--- src/rtl/cmpreg_pkg.sv ---
// Package: shared types for the rotating comparand register.
// Assumes: nothing; only holds the operation selector used by the top.
package cmpreg_pkg;

    // Operation applied to the register on the next clock edge
    typedef enum logic [1:0] {
        OP_HOLD = 2'd0,
        OP_LOAD = 2'd1,
        OP_SHR  = 2'd2,
        OP_SHL  = 2'd3
    } cmp_op_e;

endpackage

--- src/rtl/cmpreg_field_decode.sv ---
// Module: cmpreg_field_decode
// Turns the partition code into the searchable-field limits and a per-bit
// field mask (1 = searchable). Assumes WIDTH is a multiple of SEG and that
// the segment count is a power of two. The top code bit places the data
// segments at the MSB side; the low bits count them.
module cmpreg_field_decode #(
    parameter int WIDTH = 64,
    parameter int SEG   = 16
) (
    input  logic [$clog2(WIDTH/SEG):0]   code_i,
    output logic [$clog2(WIDTH)-1:0]     lo_o,
    output logic [$clog2(WIDTH)-1:0]     hi_o,
    output logic [WIDTH-1:0]             cam_mask_o
);
    localparam int NSEG  = WIDTH / SEG;
    localparam int SEGW  = $clog2(NSEG);
    localparam int IDX_W = $clog2(WIDTH);

    // Compute the lowest and highest searchable bit positions
    always_comb begin
        int ram_bits;
        ram_bits = int'(code_i[SEGW-1:0]) * SEG;
        if (code_i[SEGW]) begin
            lo_o = '0;
            hi_o = IDX_W'(WIDTH - 1 - ram_bits);
        end else begin
            lo_o = IDX_W'(ram_bits);
            hi_o = IDX_W'(WIDTH - 1);
        end
    end

    // One comparator pair per bit builds the field mask
    for (genvar i = 0; i < WIDTH; i++) begin : g_mask
        assign cam_mask_o[i] = (IDX_W'(i) >= lo_o) && (IDX_W'(i) <= hi_o);
    end

endmodule

--- src/rtl/cmpreg_rotator.sv ---
// Module: cmpreg_rotator
// Rotates a word by one bit inside the field [lo_i, hi_i]. Bits outside
// the field pass through unchanged. LEFT selects the direction: 1 moves
// toward the MSB. Assumes lo_i <= hi_i and that cam_i marks exactly that range.
module cmpreg_rotator #(
    parameter int WIDTH = 64,
    parameter bit LEFT  = 1'b0
) (
    input  logic [WIDTH-1:0]          val_i,
    input  logic [WIDTH-1:0]          cam_i,
    input  logic [$clog2(WIDTH)-1:0]  lo_i,
    input  logic [$clog2(WIDTH)-1:0]  hi_i,
    output logic [WIDTH-1:0]          val_o
);
    localparam int IDX_W = $clog2(WIDTH);

    logic wrap_bit;
    logic [IDX_W-1:0] entry_idx;

    // Pick the bit that leaves the field and the position where it reenters
    always_comb begin
        if (LEFT) begin
            wrap_bit  = val_i[hi_i];
            entry_idx = lo_i;
        end else begin
            wrap_bit  = val_i[lo_i];
            entry_idx = hi_i;
        end
    end

    for (genvar i = 0; i < WIDTH; i++) begin : g_bit
        logic neighbour;
        if (LEFT) begin : g_left
            if (i == 0) begin : g_edge
                assign neighbour = val_i[i];
            end else begin : g_mid
                assign neighbour = val_i[i-1];
            end
        end else begin : g_right
            if (i == WIDTH - 1) begin : g_edge
                assign neighbour = val_i[i];
            end else begin : g_mid
                assign neighbour = val_i[i+1];
            end
        end
        // Field bits take the neighbour or the wrapped bit; others hold
        assign val_o[i] = !cam_i[i]                  ? val_i[i]  :
                          (IDX_W'(i) == entry_idx)   ? wrap_bit  :
                                                       neighbour;
    end

endmodule

--- src/rtl/cmpreg_load_merge.sv ---
// Module: cmpreg_load_merge
// Merges new data into the current word under a mask: a 0 mask bit takes
// the new bit, a 1 mask bit keeps the old one. Purely combinational.
module cmpreg_load_merge #(
    parameter int WIDTH = 64
) (
    input  logic [WIDTH-1:0] old_i,
    input  logic [WIDTH-1:0] data_i,
    input  logic [WIDTH-1:0] mask_i,
    output logic [WIDTH-1:0] val_o
);
    // Bitwise select between retained and written bits
    always_comb begin
        val_o = (old_i & mask_i) | (data_i & ~mask_i);
    end

endmodule

--- src/rtl/cmpreg_rotating.sv ---
// Module: cmpreg_rotating (top)
// Comparand register with masked load and one-bit rotation bounded by the
// searchable field chosen by the partition code. Load beats shift-right,
// which beats shift-left. Synchronous active-low reset clears it to zero.
// Assumes the partition code is stable in any cycle where a shift is issued.
module cmpreg_rotating #(
    parameter int WIDTH = 64,
    parameter int SEG   = 16
) (
    input  logic                         clk,
    input  logic                         rst_n,
    input  logic                         load_i,
    input  logic [WIDTH-1:0]             load_data_i,
    input  logic [WIDTH-1:0]             load_mask_i,
    input  logic                         shr_i,
    input  logic                         shl_i,
    input  logic [$clog2(WIDTH/SEG):0]   part_code_i,
    output logic [WIDTH-1:0]             value_o
);
    import cmpreg_pkg::*;

    localparam int IDX_W = $clog2(WIDTH);

    logic [WIDTH-1:0] cmp_q;
    logic [WIDTH-1:0] cmp_d;
    logic [WIDTH-1:0] cam_mask;
    logic [IDX_W-1:0] cam_lo;
    logic [IDX_W-1:0] cam_hi;
    logic [WIDTH-1:0] rot_right;
    logic [WIDTH-1:0] rot_left;
    logic [WIDTH-1:0] loaded;
    cmp_op_e          op;

    cmpreg_field_decode #(.WIDTH(WIDTH), .SEG(SEG)) i_decode (
        .code_i     (part_code_i),
        .lo_o       (cam_lo),
        .hi_o       (cam_hi),
        .cam_mask_o (cam_mask)
    );

    cmpreg_rotator #(.WIDTH(WIDTH), .LEFT(1'b0)) i_rot_right (
        .val_i (cmp_q),
        .cam_i (cam_mask),
        .lo_i  (cam_lo),
        .hi_i  (cam_hi),
        .val_o (rot_right)
    );

    cmpreg_rotator #(.WIDTH(WIDTH), .LEFT(1'b1)) i_rot_left (
        .val_i (cmp_q),
        .cam_i (cam_mask),
        .lo_i  (cam_lo),
        .hi_i  (cam_hi),
        .val_o (rot_left)
    );

    cmpreg_load_merge #(.WIDTH(WIDTH)) i_merge (
        .old_i  (cmp_q),
        .data_i (load_data_i),
        .mask_i (load_mask_i),
        .val_o  (loaded)
    );

    // Resolve strobes into one operation by fixed priority
    always_comb begin
        if (load_i)      op = OP_LOAD;
        else if (shr_i)  op = OP_SHR;
        else if (shl_i)  op = OP_SHL;
        else             op = OP_HOLD;
    end

    // Select the next register value for the chosen operation
    always_comb begin
        unique case (op)
            OP_LOAD: cmp_d = loaded;
            OP_SHR:  cmp_d = rot_right;
            OP_SHL:  cmp_d = rot_left;
            default: cmp_d = cmp_q;
        endcase
    end

    // Register with synchronous active-low reset
    always_ff @(posedge clk) begin
        if (!rst_n) cmp_q <= '0;
        else        cmp_q <= cmp_d;
    end

    assign value_o = cmp_q;

    AST_RESET_CLEARS: assert property (@(posedge clk)
        !rst_n |=> value_o == '0);

    AST_SHR_WRAPS: assert property (@(posedge clk) disable iff (!rst_n)
        (!load_i && shr_i) |=> value_o[$past(cam_hi)] == $past(value_o[cam_lo]));

    AST_SHL_WRAPS: assert property (@(posedge clk) disable iff (!rst_n)
        (!load_i && !shr_i && shl_i) |=> value_o[$past(cam_lo)] == $past(value_o[cam_hi]));

    AST_ROTATE_KEEPS_ONES: assert property (@(posedge clk) disable iff (!rst_n)
        (!load_i && (shr_i || shl_i)) |=>
        $countones(value_o & $past(cam_mask)) == $countones($past(value_o & cam_mask)));

    AST_DATA_FIELD_HELD: assert property (@(posedge clk) disable iff (!rst_n)
        (!load_i && (shr_i || shl_i)) |=>
        (value_o & ~$past(cam_mask)) == ($past(value_o) & ~$past(cam_mask)));

    AST_MASK_PROTECTS: assert property (@(posedge clk) disable iff (!rst_n)
        load_i |=> (value_o & $past(load_mask_i)) == ($past(value_o) & $past(load_mask_i)));

    AST_LOAD_WRITES: assert property (@(posedge clk) disable iff (!rst_n)
        load_i |=> (value_o & ~$past(load_mask_i)) == ($past(load_data_i) & ~$past(load_mask_i)));

    AST_IDLE_HOLDS: assert property (@(posedge clk) disable iff (!rst_n)
        (!load_i && !shr_i && !shl_i) |=> $stable(value_o));

endmodule

--- config.mk ---
export PLATFORM = sky130hd
export DESIGN_NAME = cmpreg_rotating
export DESIGN_NICKNAME = d
export VERILOG_FILES = /design/src/rtl/cmpreg_pkg.sv /design/src/rtl/cmpreg_field_decode.sv /design/src/rtl/cmpreg_rotator.sv /design/src/rtl/cmpreg_load_merge.sv /design/src/rtl/cmpreg_rotating.sv
export SDC_FILE = /design/constraint.sdc
export NUM_CORES = 1
export LEC_CHECK = 0
export BUFFER_PORTS_ARGS = -buffer_cell sky130_fd_sc_hd__buf_2
export CAP_MARGIN = 30
export CORE_ASPECT_RATIO = 2
export CORE_MARGIN = 2
export CORE_UTILIZATION = 35
export DETAILED_ROUTE_END_ITERATION = 8
export PLACE_DENSITY = 0.64
export SLEW_MARGIN = 20
export SYNTH_ARGS = -nofsm -noshare
export SYNTH_HDL_FRONTEND = slang
export SYNTH_SLANG_ARGS = --single-unit
--- constraint.sdc ---
create_clock -name clk -period 4.2 [get_ports clk]
set_input_delay 0.84 -clock clk [delete_from_list [all_inputs] [get_ports clk]]
set_output_delay 0.84 -clock clk [all_outputs]
set_load 0.05 [all_outputs]
# == After elaboration in Yosys (flattened, before gate mapping) ==
# Index checks and enable logic that the tools add are counted.
# op_classes
n_lt_le_gt_ge,130
n_eq_ne,259
bitwise,4
addsub,1
n_reduce_logical,131
n_mux,266
# op_table
op,n
$eq 6x6->1 const A,64
$ne 2x1->1 const B,130
$mux 1,258
$eq 5x6->1 const A,32
$ge 6x6->1 const A,32
$le 6x6->1 const A,32
$pmux 64 s3,1
$reduce_and 3->1,62
$and 64x64->64,2
$eq 4x6->1 const A,16
$ge 5x6->1 const A,16
$le 5x6->1 const A,16
$logic_and 1x1->1,64
$not 64->64,1
$or 64x64->64,1
$eq 3x6->1 const A,8
$ge 4x6->1 const A,8
$le 4x6->1 const A,8
$eq 2x6->1 const A,4
$ge 3x6->1 const A,4
$le 3x6->1 const A,4
$lt 6x7->1 const B,2
$bmux 1 s6,2
$eq 1x6->1 const A,2
12 further kinds,22
# word_totals
ff_bits,64
out_inout_bits,64

# == Depth between registers and ports, before layout ==
# Gate-level depths: netlist of the first run.
# depth
word_depth,7
mapped_depth,7
mapped_depth_nobuf,4

# == Modules after synthesis ==
# A second synthesis of the first run with hierarchy kept.
# unflattened
hier_cells,1113
area_unflattened_um2,9416.5
# modules_own_cells
mod,instances,cells_each,area_each_um2
cmpreg_rotating,1,301,2937.8
cmpreg_rotator at i_rot_left,1,335,2483.6
cmpreg_rotator at i_rot_right,1,334,2477.4
cmpreg_load_merge,1,64,960.9
cmpreg_field_decode,1,79,556.8

# == Least setup slack after synthesis of the first run ==
# Ideal clock, no wire load.
# synth_path
path_type,input to register
from,input part_code_i[1]
to,register with a tool-made name
cell_stages,7
slack_ns,2.180
arrival_time_ns,1.897
setup_time_ns,0.123
cell_sequence,buf_6 or2_1 buf_6 buf_6 a221oi_1 o21a_1 a21oi_1
# synth_lines
element,line_no,rtl
"start, declared",cmpreg_rotating.sv:17,"input logic [$clog2(WIDTH/SEG):0] part_code_i,"

==> flow_metrics.py, run 1 <==
metrics = {
    "grt": {
        "grt_use_met3_pct": 2.90,
        "antenna_found_initial": 2,
        "use_met2_pct": 46.5,
        "grt.overflow.total": 0,
        "grt_max_degree": 50,
        "grt_usage_pct": 24.0,
        "grt.met1_usage_pct": 25.7,
        "top_usage_layer": "met2",
        "grt_pass1_vias": 5968,
        "grt_pass1_wl_um": 30900,
    },
    "setup_path": {
        "crit_required_ns": 4.42,
        "r2r_cells": 4,
        "r2r_slack_ns": 2.97,
        "arrival_ns": 2.97,
        "critPathKind": "input pin to register",
        "path_max_fanout": 35,
        "start_kind": "input pin",
        "cp-end-kind": "register",
    },
    "synth": {
        "synth-main-ff-cell": "dfxtp_1",
        "synth_top_area_share_pct": 24.5,
        "synth_cell_types": 40,
        "synth_nets": 795,
        "yosysTopAreaCell": "dfxtp_1",
        "yosysMostFrequentCell": "a21oi_1",
        "synth.yosys.warnings": 0,
        "async_flop_share_pct": 0,
        "synth_common_cells": "a21oi_1 (119), dfxtp_1 (64), o21a_1 (56), nand2_1 (37), and3b_1 (33)",
        "synthCells": 659,
        "yosysSeqAreaShare_pct": 24.5,
        "synth_edf_count": 0,
        "ys_ff_latch": 64,
        "syn-cell-area_um2": 5230,
        "syn_area_per_cell_um2": 7.93,
        "synth.area.top_cells": "dfxtp_1 (25%), a21oi_1 (11%), o21a_1 (8.0%)",
    },
    "hold_path": {
        "hold_depth": 2,
        "hp-class": "register to register",
    },
    "floorplanning": {
        "io_pins": 200,
        "dieArea_um2": 16000,
        "core_area_um2": 14700,
        "chipHeight_um": 177,
        "rows": 63,
        "die_w_um": 90.4,
        "start_util_pct": 35.4,
    },
    "place": {
        "place.port_buffers": 199,
        "dp.final_hpwl_um": 13800,
        "gp_congestion": 0.827,
    },
    "clock_network": {
        "cts.sinks": 64,
        "cts_setup_buffers": 0,
        "ctsResizeCount": 0,
        "cts_inserted_buffers": 9,
        "cts_max_level": 3,
        "cts_buffer_depth": 2,
        "path_clk_slew_ns": 0.05,
        "cts_tree": "yes",
        "hold_buffers": 0,
        "clkLatencyLatePin_ns": 0.33,
        "clock-root-buffer": "clkbuf_16",
    },
    "run_status": {
        "outcome": "complete, no violations",
    },
    "power": {
        "comb_power_share_pct": 33.7,
        "p_leak_uw": 0.00283,
        "max-vdd-ir-drop_mv": 0.191,
        "powerDensity_nw_per_um2": 351,
        "p_clk_share_pct": 33.5,
        "intPower_uw": 1430,
        "netSwitchingPower_uw": 861,
        "seqPwrFrac_pct": 32.7,
        "swShare_pct": 37.5,
    },
    "layout": {
        "num-fill-cells": 1609,
        "multi_input_area_um2": 3480,
        "nets": 950,
        "final-seq-area_um2": 1280,
        "syn2layout_area_growth_pct": 25.1,
        "utilization_pct": 44.3,
        "drive_gt1_share_pct": 31.9,
    },
    "timing": {
        "rsz0062_at_grt": "false",
        "maxSlewHeadroom_pct": 33.1,
        "finalMaxSlewViolations": 0,
        "tns_ns": 0,
        "finalHoldViolCount": 0,
        "min_period_ns": 2.75,
        "final-setup-viol-count": 0,
        "fin_crit_sh_pct": 65.5,
        "worst_pin_slew_ns": 1.00,
        "skew_ns": 0.00421,
        "fmax_mhz": 364,
    },
    "route": {
        "drc": 0,
        "finalWirelength_um": 19700,
        "wl_per_cell_um": 19.4,
        "drt-pass1-iter-count": 5,
        "avgViaCountPerCell": 5.89,
        "ant_nets": 0,
        "drt_first_iter_violations": 271,
        "vias": 5988,
    },
    "flow_run": {
        "maxCapViolCount": 0,
    },
}
per-stage QoR:
stage          setup slack, ns  hold slack, ns  power [uW]  cells  cell area (um2)
2_1_floorplan             2.18           0.754        1290    659             5230
3_3_place_gp              1.15           0.558        1530    996             6190
3_5_place_dp              1.17           0.560        1540    997             6220
4_1_cts                   1.48           0.567        2310   1013             6520
5_1_grt                   1.28           0.589        2410   1016             6540
6_report                  1.45           0.565        2300   1016             6540
critical path, stage by stage:
cell and delay, ns:
buf_2 0.61, nor3_4 0.26, a21oi_4 0.74, o2111ai_1 0.22, and3b_1 0.24
power by group through the flow:
stage,registers [uW],clock network [uW],logic [uW]
2_1_floorplan,934,0,360
3_3_place_gp,766,0,764
3_5_place_dp,765,0,772
4_1_cts,752,787,775
5_1_grt,758,818,835
6_report,752,770,774
cell type report:
type | instances | share of cell area [%]
inverter | 30 | 1.72
tap | 195 | 3.73
clock buffer | 13 | 3.98
timing repair buffer | 210 | 17.0
antenna | 2 | 0.0766
multi-input combinational | 499 | 53.3
sequential | 64 | 19.6
clock inverter | 3 | 0.613
cells in the final DEF, fill, tap and decap left out, drive strengths merged:
cell type,n
and2b,1
or3,1
bufinv,1
buf,210
o21ai,36
mux2,3
nand3b,4
mux2i,5
a221oi,33
o21a,56
a222oi,1
nor3,1
o2111ai,5
and3b,33
nor3b,31
nor2,29
inv,30
o22ai,1
o211ai,28
nand3,1
or2,2
dfxtp,64
a21oi,121
clkbuf,13
o21bai,1
nand2,37
nand2b,4
diode,2
clkinv,2
a32oi,30
a2bb2oi,28
nor2b,5
a31oi,2
metal layers:
metal / up-vias / part of all wire (%)
li1: 2841 / -
met1: 2865 / 38
met4: 0 / 3.2
met3: 39 / 4.8
met2: 243 / 54
met5: - / 0
kinds of logic after synthesis:
logic type / synth area share, %
AO/OA/AOI/OAI: 47.2
buffers and inverters: 9.36
flip-flops: 24.5
multiplexers: 1.60
AND/OR/NAND/NOR: 17.3
worst max path at each step:
| stage | start | to | slack, ns | depth (start not counted) |
|---|---|---|---|---|
| after global placement | shr_i | register | 1.15 | 5 |
| after CTS | shr_i | register | 1.48 | 5 |
| after detailed placement | shl_i | register | 1.17 | 6 |
| after floorplan | part_code_i[1] | register | 2.18 | 7 |
| final | shr_i | register | 1.45 | 5 |
| after global routing | shr_i | register | 1.28 | 5 |
Power figures use the tool's default switching activity.
==> run 2, diff against run 1 <==
--- a/config.mk
+++ b/config.mk
@@ -5,13 +5,14 @@
 export SDC_FILE = /design/constraint.sdc
 export NUM_CORES = 1
 export LEC_CHECK = 0
+export ABC_AREA = 1
 export BUFFER_PORTS_ARGS = -buffer_cell sky130_fd_sc_hd__buf_2
 export CAP_MARGIN = 30
 export CORE_ASPECT_RATIO = 2
 export CORE_MARGIN = 2
 export CORE_UTILIZATION = 35
 export DETAILED_ROUTE_END_ITERATION = 8
-export PLACE_DENSITY = 0.64
+export PLACE_DENSITY = 0.68
 export SLEW_MARGIN = 20
 export SYNTH_ARGS = -nofsm -noshare
 export SYNTH_HDL_FRONTEND = slang
==> constraint.sdc (replaced) <==
create_clock -name clk -period 2.4 [get_ports clk]
set_input_delay 0.48 -clock clk [delete_from_list [all_inputs] [get_ports clk]]
set_output_delay 0.48 -clock clk [all_outputs]
set_load 0.05 [all_outputs]
==> run 2 against run 1 <==
Effect of this change:
- global-route usage fell by 1.2 points
- non-clock buffer count up 4
- clock skew rose by 0.0017 ns
- synthesized cell count increased by 22%
- via count shrank 4.7%
- setup slack lost 0.69 ns
- sequential share of layout area grew 1.6 points
- clock power rose by 70%
- synthesized area shrank 11%
- cell area down 7.6%
- largest power group is now clock
- die area decreased by 11%
==> flow_metrics.py, run 2 <==
metrics = {
    "floorplanning": {
        "core_area_um2": 13000,
        "dieArea_um2": 14300,
        "chipHeight_um": 167,
        "io_pins": 200,
        "die_w_um": 85.6,
        "start_util_pct": 35.8,
        "rows": 59,
    },
    "layout": {
        "drive_gt1_share_pct": 26.7,
        "layout_commonest_cell": "nand2_1",
        "final-seq-area_um2": 1280,
        "diodes": 0,
        "final_cell_mix": "nand2_1 (241), buf_2 (199), inv_1 (124)",
        "stdcell_count": 1146,
        "multi_input_area_um2": 2660,
        "nets": 1126,
        "syn2layout_area_growth_pct": 29.7,
        "num-fill-cells": 1460,
    },
    "hold_path": {
        "hp-class": "input pin to register",
    },
    "timing": {
        "finalMaxSlewViolations": 0,
        "worst_slack_ns": 0.761,
        "fmax_mhz": 610,
        "tns_ns": 0,
        "rsz0062_at_grt": "false",
        "final-setup-viol-count": 0,
        "worst_pin_slew_ns": 0.583,
        "maxSlewHeadroom_pct": 61.0,
        "whs_ns": 0.480,
        "finalHoldViolCount": 0,
        "fin_crit_sh_pct": 68.3,
        "min_period_ns": 1.64,
        "skew_ns": 0.00595,
    },
    "synth": {
        "synth.area.top_cells": "dfxtp_1 (28%), nand2_1 (19%), inv_1 (10%)",
        "yosysMostFrequentCell": "nand2_1",
        "yosysSeqAreaShare_pct": 27.5,
        "ys_ff_latch": 64,
        "synthCells": 803,
        "async_flop_share_pct": 0,
        "synth_nets": 939,
        "synth_edf_count": 0,
        "synth_common_cells": "nand2_1 (241), inv_1 (124), nor2_1 (107), nand3_1 (68), dfxtp_1 (64)",
        "yosysTopAreaCell": "dfxtp_1",
        "synth.yosys.warnings": 0,
        "synth_cell_types": 26,
        "synth-main-ff-cell": "dfxtp_1",
        "syn_area_per_cell_um2": 5.80,
        "synth_top_area_share_pct": 27.5,
        "syn-cell-area_um2": 4660,
    },
    "route": {
        "met3WireLength_um": 806,
        "avgViaCountPerCell": 4.98,
        "drt_first_iter_violations": 213,
        "maxUsedRoutingLayer": "met4",
        "wl_met2_um": 8890,
        "finalWirelength_um": 16500,
        "vias": 5709,
        "ant_nets": 0,
        "wl_met1_um": 6130,
        "wl_per_cell_um": 14.4,
        "drt-pass1-iter-count": 5,
        "drc": 0,
    },
    "grt": {
        "grt_pass1_vias": 5522,
        "grt.overflow.total": 0,
        "grt_usage_pct": 22.8,
        "antenna_found_initial": 0,
        "grt_pass1_wl_um": 25900,
        "grt_max_degree": 42,
    },
    "clock_network": {
        "path_clk_slew_ns": 0.05,
        "cts_setup_buffers": 0,
        "cts_buffer_depth": 2,
        "ctsResizeCount": 0,
        "clkLatencyLatePin_ns": 0.33,
        "cts.sinks": 64,
        "cts_inserted_buffers": 9,
        "hold_buffers": 0,
        "cts_max_level": 3,
        "cts_tree": "yes",
        "clock-root-buffer": "clkbuf_16",
    },
    "place": {
        "pre_cts_slack_ns": 0.418,
        "dp.cells": 1131,
        "gp_congestion": 0.864,
        "place.port_buffers": 199,
        "dp.final_hpwl_um": 12600,
    },
    "run_status": {
        "outcome": "complete, no violations",
    },
    "setup_path": {
        "arrival_ns": 1.87,
        "crit_required_ns": 2.63,
        "critPathKind": "input pin to register",
        "start_kind": "input pin",
        "cp-end-kind": "register",
        "path_max_fanout": 30,
    },
    "power": {
        "p_total_uw": 3840,
        "powerDensity_nw_per_um2": 637,
        "max-vdd-ir-drop_mv": 0.427,
        "p_leak_uw": 0.00329,
    },
    "flow_run": {
        "maxCapViolCount": 0,
    },
}
## run 2: cell count changes after synthesis, sizes merged, moves of 28 or more
cell,change
and3b,-33
o21ai,+32
a21oi,-94
a32oi,-30
nor2,+80
a221oi,-33
o21a,-55
nand3,+68
inv,+101
nand2,+212
nor3b,-31
a2bb2oi,-28
## run 2: path summary, 6_finish.rpt
path,startpoint,end,cells past startpoint,slack [ns]
min,load_data_i[38],register,5,0.48
min reg2reg,register,register,2,0.55
max,shl_i,register,11,0.76
max reg2reg,register,register,6,1.15
## run 2: cell type report
type                       instances  share of cell area (%)
clock inverter                     4                   0.746
clock buffer                      11                    4.02
multi-input combinational        570                    44.1
timing repair buffer             214                    18.6
sequential                        64                    21.2
tap                              152                    3.15
inverter                         131                    8.19
## run 2: cells by family (layout without fill, tap and decap cells)
kind of cell	count (synthesis)	after routing	synth area share, %
flops	64	64	27.5
simple gates	430	430	37.5
buf+inv	169	360	15.3
compound gates	140	140	19.6
## run 2: metal layers
metal / global-route usage, % / vias to the layer above
met5: 0 / -
met4: 11.0 / 0
met3: 3.89 / 44
met2: 43.8 / 198
met1: 22.8 / 2554
li1: - / 2913
## run 2: stage by stage
| step | utilization, % | area [um2] |
|---|---|---|
| after global routing | 46.5 | 6040 |
| after global placement | 44.3 | 5750 |
| after detailed placement | 44.3 | 5750 |
| after CTS | 46.5 | 6040 |
| after floorplan | - | 4660 |
| final | 46.5 | 6040 |
## run 2: worst max-delay path, cell delays in order
cell     delay [ns]
buf_2          0.12
nor2_1         0.08
nor2_4         0.33
nand2_1        0.10
nand2_1        0.08
buf_4          0.30
nand2_1        0.12
nor2_1         0.12
nand2_1        0.05
nand2_1        0.05
inv_1          0.03
## run 2: where the power goes
group	switching, uW	total (uW)	internal, uW
combinational	893	1280	384
clock	491	1310	821
sequential	88.6	1250	1170
==> run 3, diff against run 2 <==
--- a/config.mk
+++ b/config.mk
@@ -5,14 +5,14 @@
 export SDC_FILE = /design/constraint.sdc
 export NUM_CORES = 1
 export LEC_CHECK = 0
-export ABC_AREA = 1
+export ABC_AREA = 0
 export BUFFER_PORTS_ARGS = -buffer_cell sky130_fd_sc_hd__buf_2
 export CAP_MARGIN = 30
 export CORE_ASPECT_RATIO = 2
 export CORE_MARGIN = 2
 export CORE_UTILIZATION = 35
 export DETAILED_ROUTE_END_ITERATION = 8
-export PLACE_DENSITY = 0.68
+export PLACE_DENSITY = 0.67
 export SLEW_MARGIN = 20
 export SYNTH_ARGS = -nofsm -noshare
 export SYNTH_HDL_FRONTEND = slang
==> constraint.sdc (replaced) <==
create_clock -name clk -period 1.5 [get_ports clk]
set_input_delay 0.3 -clock clk [delete_from_list [all_inputs] [get_ports clk]]
set_output_delay 0.3 -clock clk [all_outputs]
set_load 0.05 [all_outputs]
==> run 3 against run 2 <==
Effect of this change:
- combinational power grew 82%
- global-route usage grew 1.8 points
- cell count shrank 7.8%
- largest cell class unchanged
- largest power group is now combinational cells
==> flow_metrics.py, run 3 (same netlist as run 1, synthesis figures left out) <==
metrics = {
    "floorplanning": {
        "chipHeight_um": 177,
        "start_util_pct": 35.4,
        "dieArea_um2": 16000,
        "core_area_um2": 14700,
        "io_pins": 200,
        "rows": 63,
        "die_w_um": 90.4,
    },
    "timing": {
        "worst_pin_slew_ns": 0.396,
        "rsz0062_at_grt": "false",
        "fmax_mhz": 678,
        "finalMaxSlewViolations": 0,
        "min_period_ns": 1.48,
        "whs_ns": 0.279,
        "finalHoldViolCount": 0,
        "maxSlewHeadroom_pct": 73.5,
        "skew_ns": 0.00633,
        "fin_crit_sh_pct": 98.4,
        "final-setup-viol-count": 0,
        "tns_ns": 0,
    },
    "place": {
        "place.port_buffers": 199,
        "dp.final_hpwl_um": 14800,
        "gp_congestion": 0.846,
        "dp.cells": 1039,
        "placed_area_um2": 6720,
    },
    "clock_network": {
        "clock-root-buffer": "clkbuf_16",
        "path_clk_slew_ns": 0.06,
        "cts.sinks": 64,
        "cts_buffer_depth": 2,
        "hold_buffers": 0,
        "cts_max_level": 3,
        "ctsResizeCount": 1,
        "cts_tree": "yes",
        "cts_inserted_buffers": 9,
        "clkLatencyLatePin_ns": 0.33,
        "cts_setup_buffers": 0,
    },
    "setup_path": {
        "arrival_ns": 1.18,
        "start_kind": "register",
        "cp-end-kind": "output port",
        "cp_cell_sequence": "buf_2",
        "critPathKind": "register to output port",
        "crit_slowest_cell": "dfxtp_1",
        "cp_top_family": "flip-flops",
        "max_stage_delay_ns": 0.51,
        "crit_required_ns": 1.20,
        "path_buf_inv": 1,
        "path_max_fanout": 4,
    },
    "layout": {
        "syn2layout_area_growth_pct": 34.2,
        "final_cell_mix": "buf_2 (197), a21oi_1 (119), dfxtp_1 (64)",
        "nets": 991,
        "stdcell_count": 1057,
        "utilization_pct": 47.6,
        "design_area_um2": 7010,
        "drive_gt1_share_pct": 35.2,
        "layout_commonest_cell": "buf_2",
    },
    "hold_path": {
        "hp-class": "input pin to register",
    },
    "route": {
        "drt_first_iter_violations": 294,
        "vias": 6205,
        "wl_per_cell_um": 19.0,
        "avgViaCountPerCell": 5.87,
        "drc": 0,
        "ant_nets": 0,
        "drt-pass1-iter-count": 5,
        "finalWirelength_um": 20100,
    },
    "grt": {
        "grt_pass1_vias": 6211,
        "grt_pass1_wl_um": 31800,
        "antenna_found_initial": 3,
        "grt_max_degree": 40,
        "grt.overflow.total": 0,
        "grt_usage_pct": 24.6,
    },
    "power": {
        "p_leak_uw": 0.00308,
        "powerDensity_nw_per_um2": 931,
        "max-vdd-ir-drop_mv": 0.492,
    },
    "run_status": {
        "outcome": "complete, no violations",
    },
    "flow_run": {
        "maxCapViolCount": 0,
    },
}
run 3: final timing paths:
kind,start,to,slack (ns),cells past startpoint
worst max register to register,register,register,0.26,3
worst min-delay path,load_mask_i[48],register,0.28,3
worst min register to register,register,register,0.56,2
worst max-delay path,register,value_o[20],0.02,1
run 3: worst reg2reg max path, stage by stage, from the launching register on:
cell,delay [ns]
dfxtp_1,0.39
mux2_1,0.34
a222oi_1,0.30
a21oi_1,0.10
run 3: final cells by class:
cell class / instances / area (um2)
Clock buffer: 11 / 243
Antenna cell: 3 / 7.51
Multi-Input combinational cell: 499 / 3480
Inverter: 30 / 113
Clock inverter: 4 / 45.0
Fill cell: 1534 / 7730
Timing Repair Buffer: 251 / 1600
Sequential cell: 64 / 1280
Tap cell: 195 / 244
run 3: through the flow:
step	worst slack, ns	power [uW]
floorplan	0.0196	3620
global placement	-0.103	4440
detailed placement	-0.139	4460
CTS	0.0317	6570
global route	0.0117	6840
finish	0.0247	6530
run 3: power breakdown:
part / total, uW / internal [uW] / switching (uW) / leakage [uW]
Combinational: 2330 / 901 / 1430 / 0.00241
Sequential: 2100 / 1870 / 235 / 0.000530
Clock: 2100 / 1310 / 787 / 0.000145
Total: 6530 / 4080 / 2450 / 0.00308
run 3: routing by layer:
metal | GRT usage (%) | vias to the layer above | part of all wire (%) | routed length (um)
li1 | - | 2934 | - | -
met1 | 26.6 | 2986 | 38 | 7670
met2 | 45.8 | 236 | 53 | 10600
met3 | 3.75 | 49 | 4.9 | 994
met4 | 12.9 | 0 | 4.1 | 829
met5 | 0 | - | 0 | 0
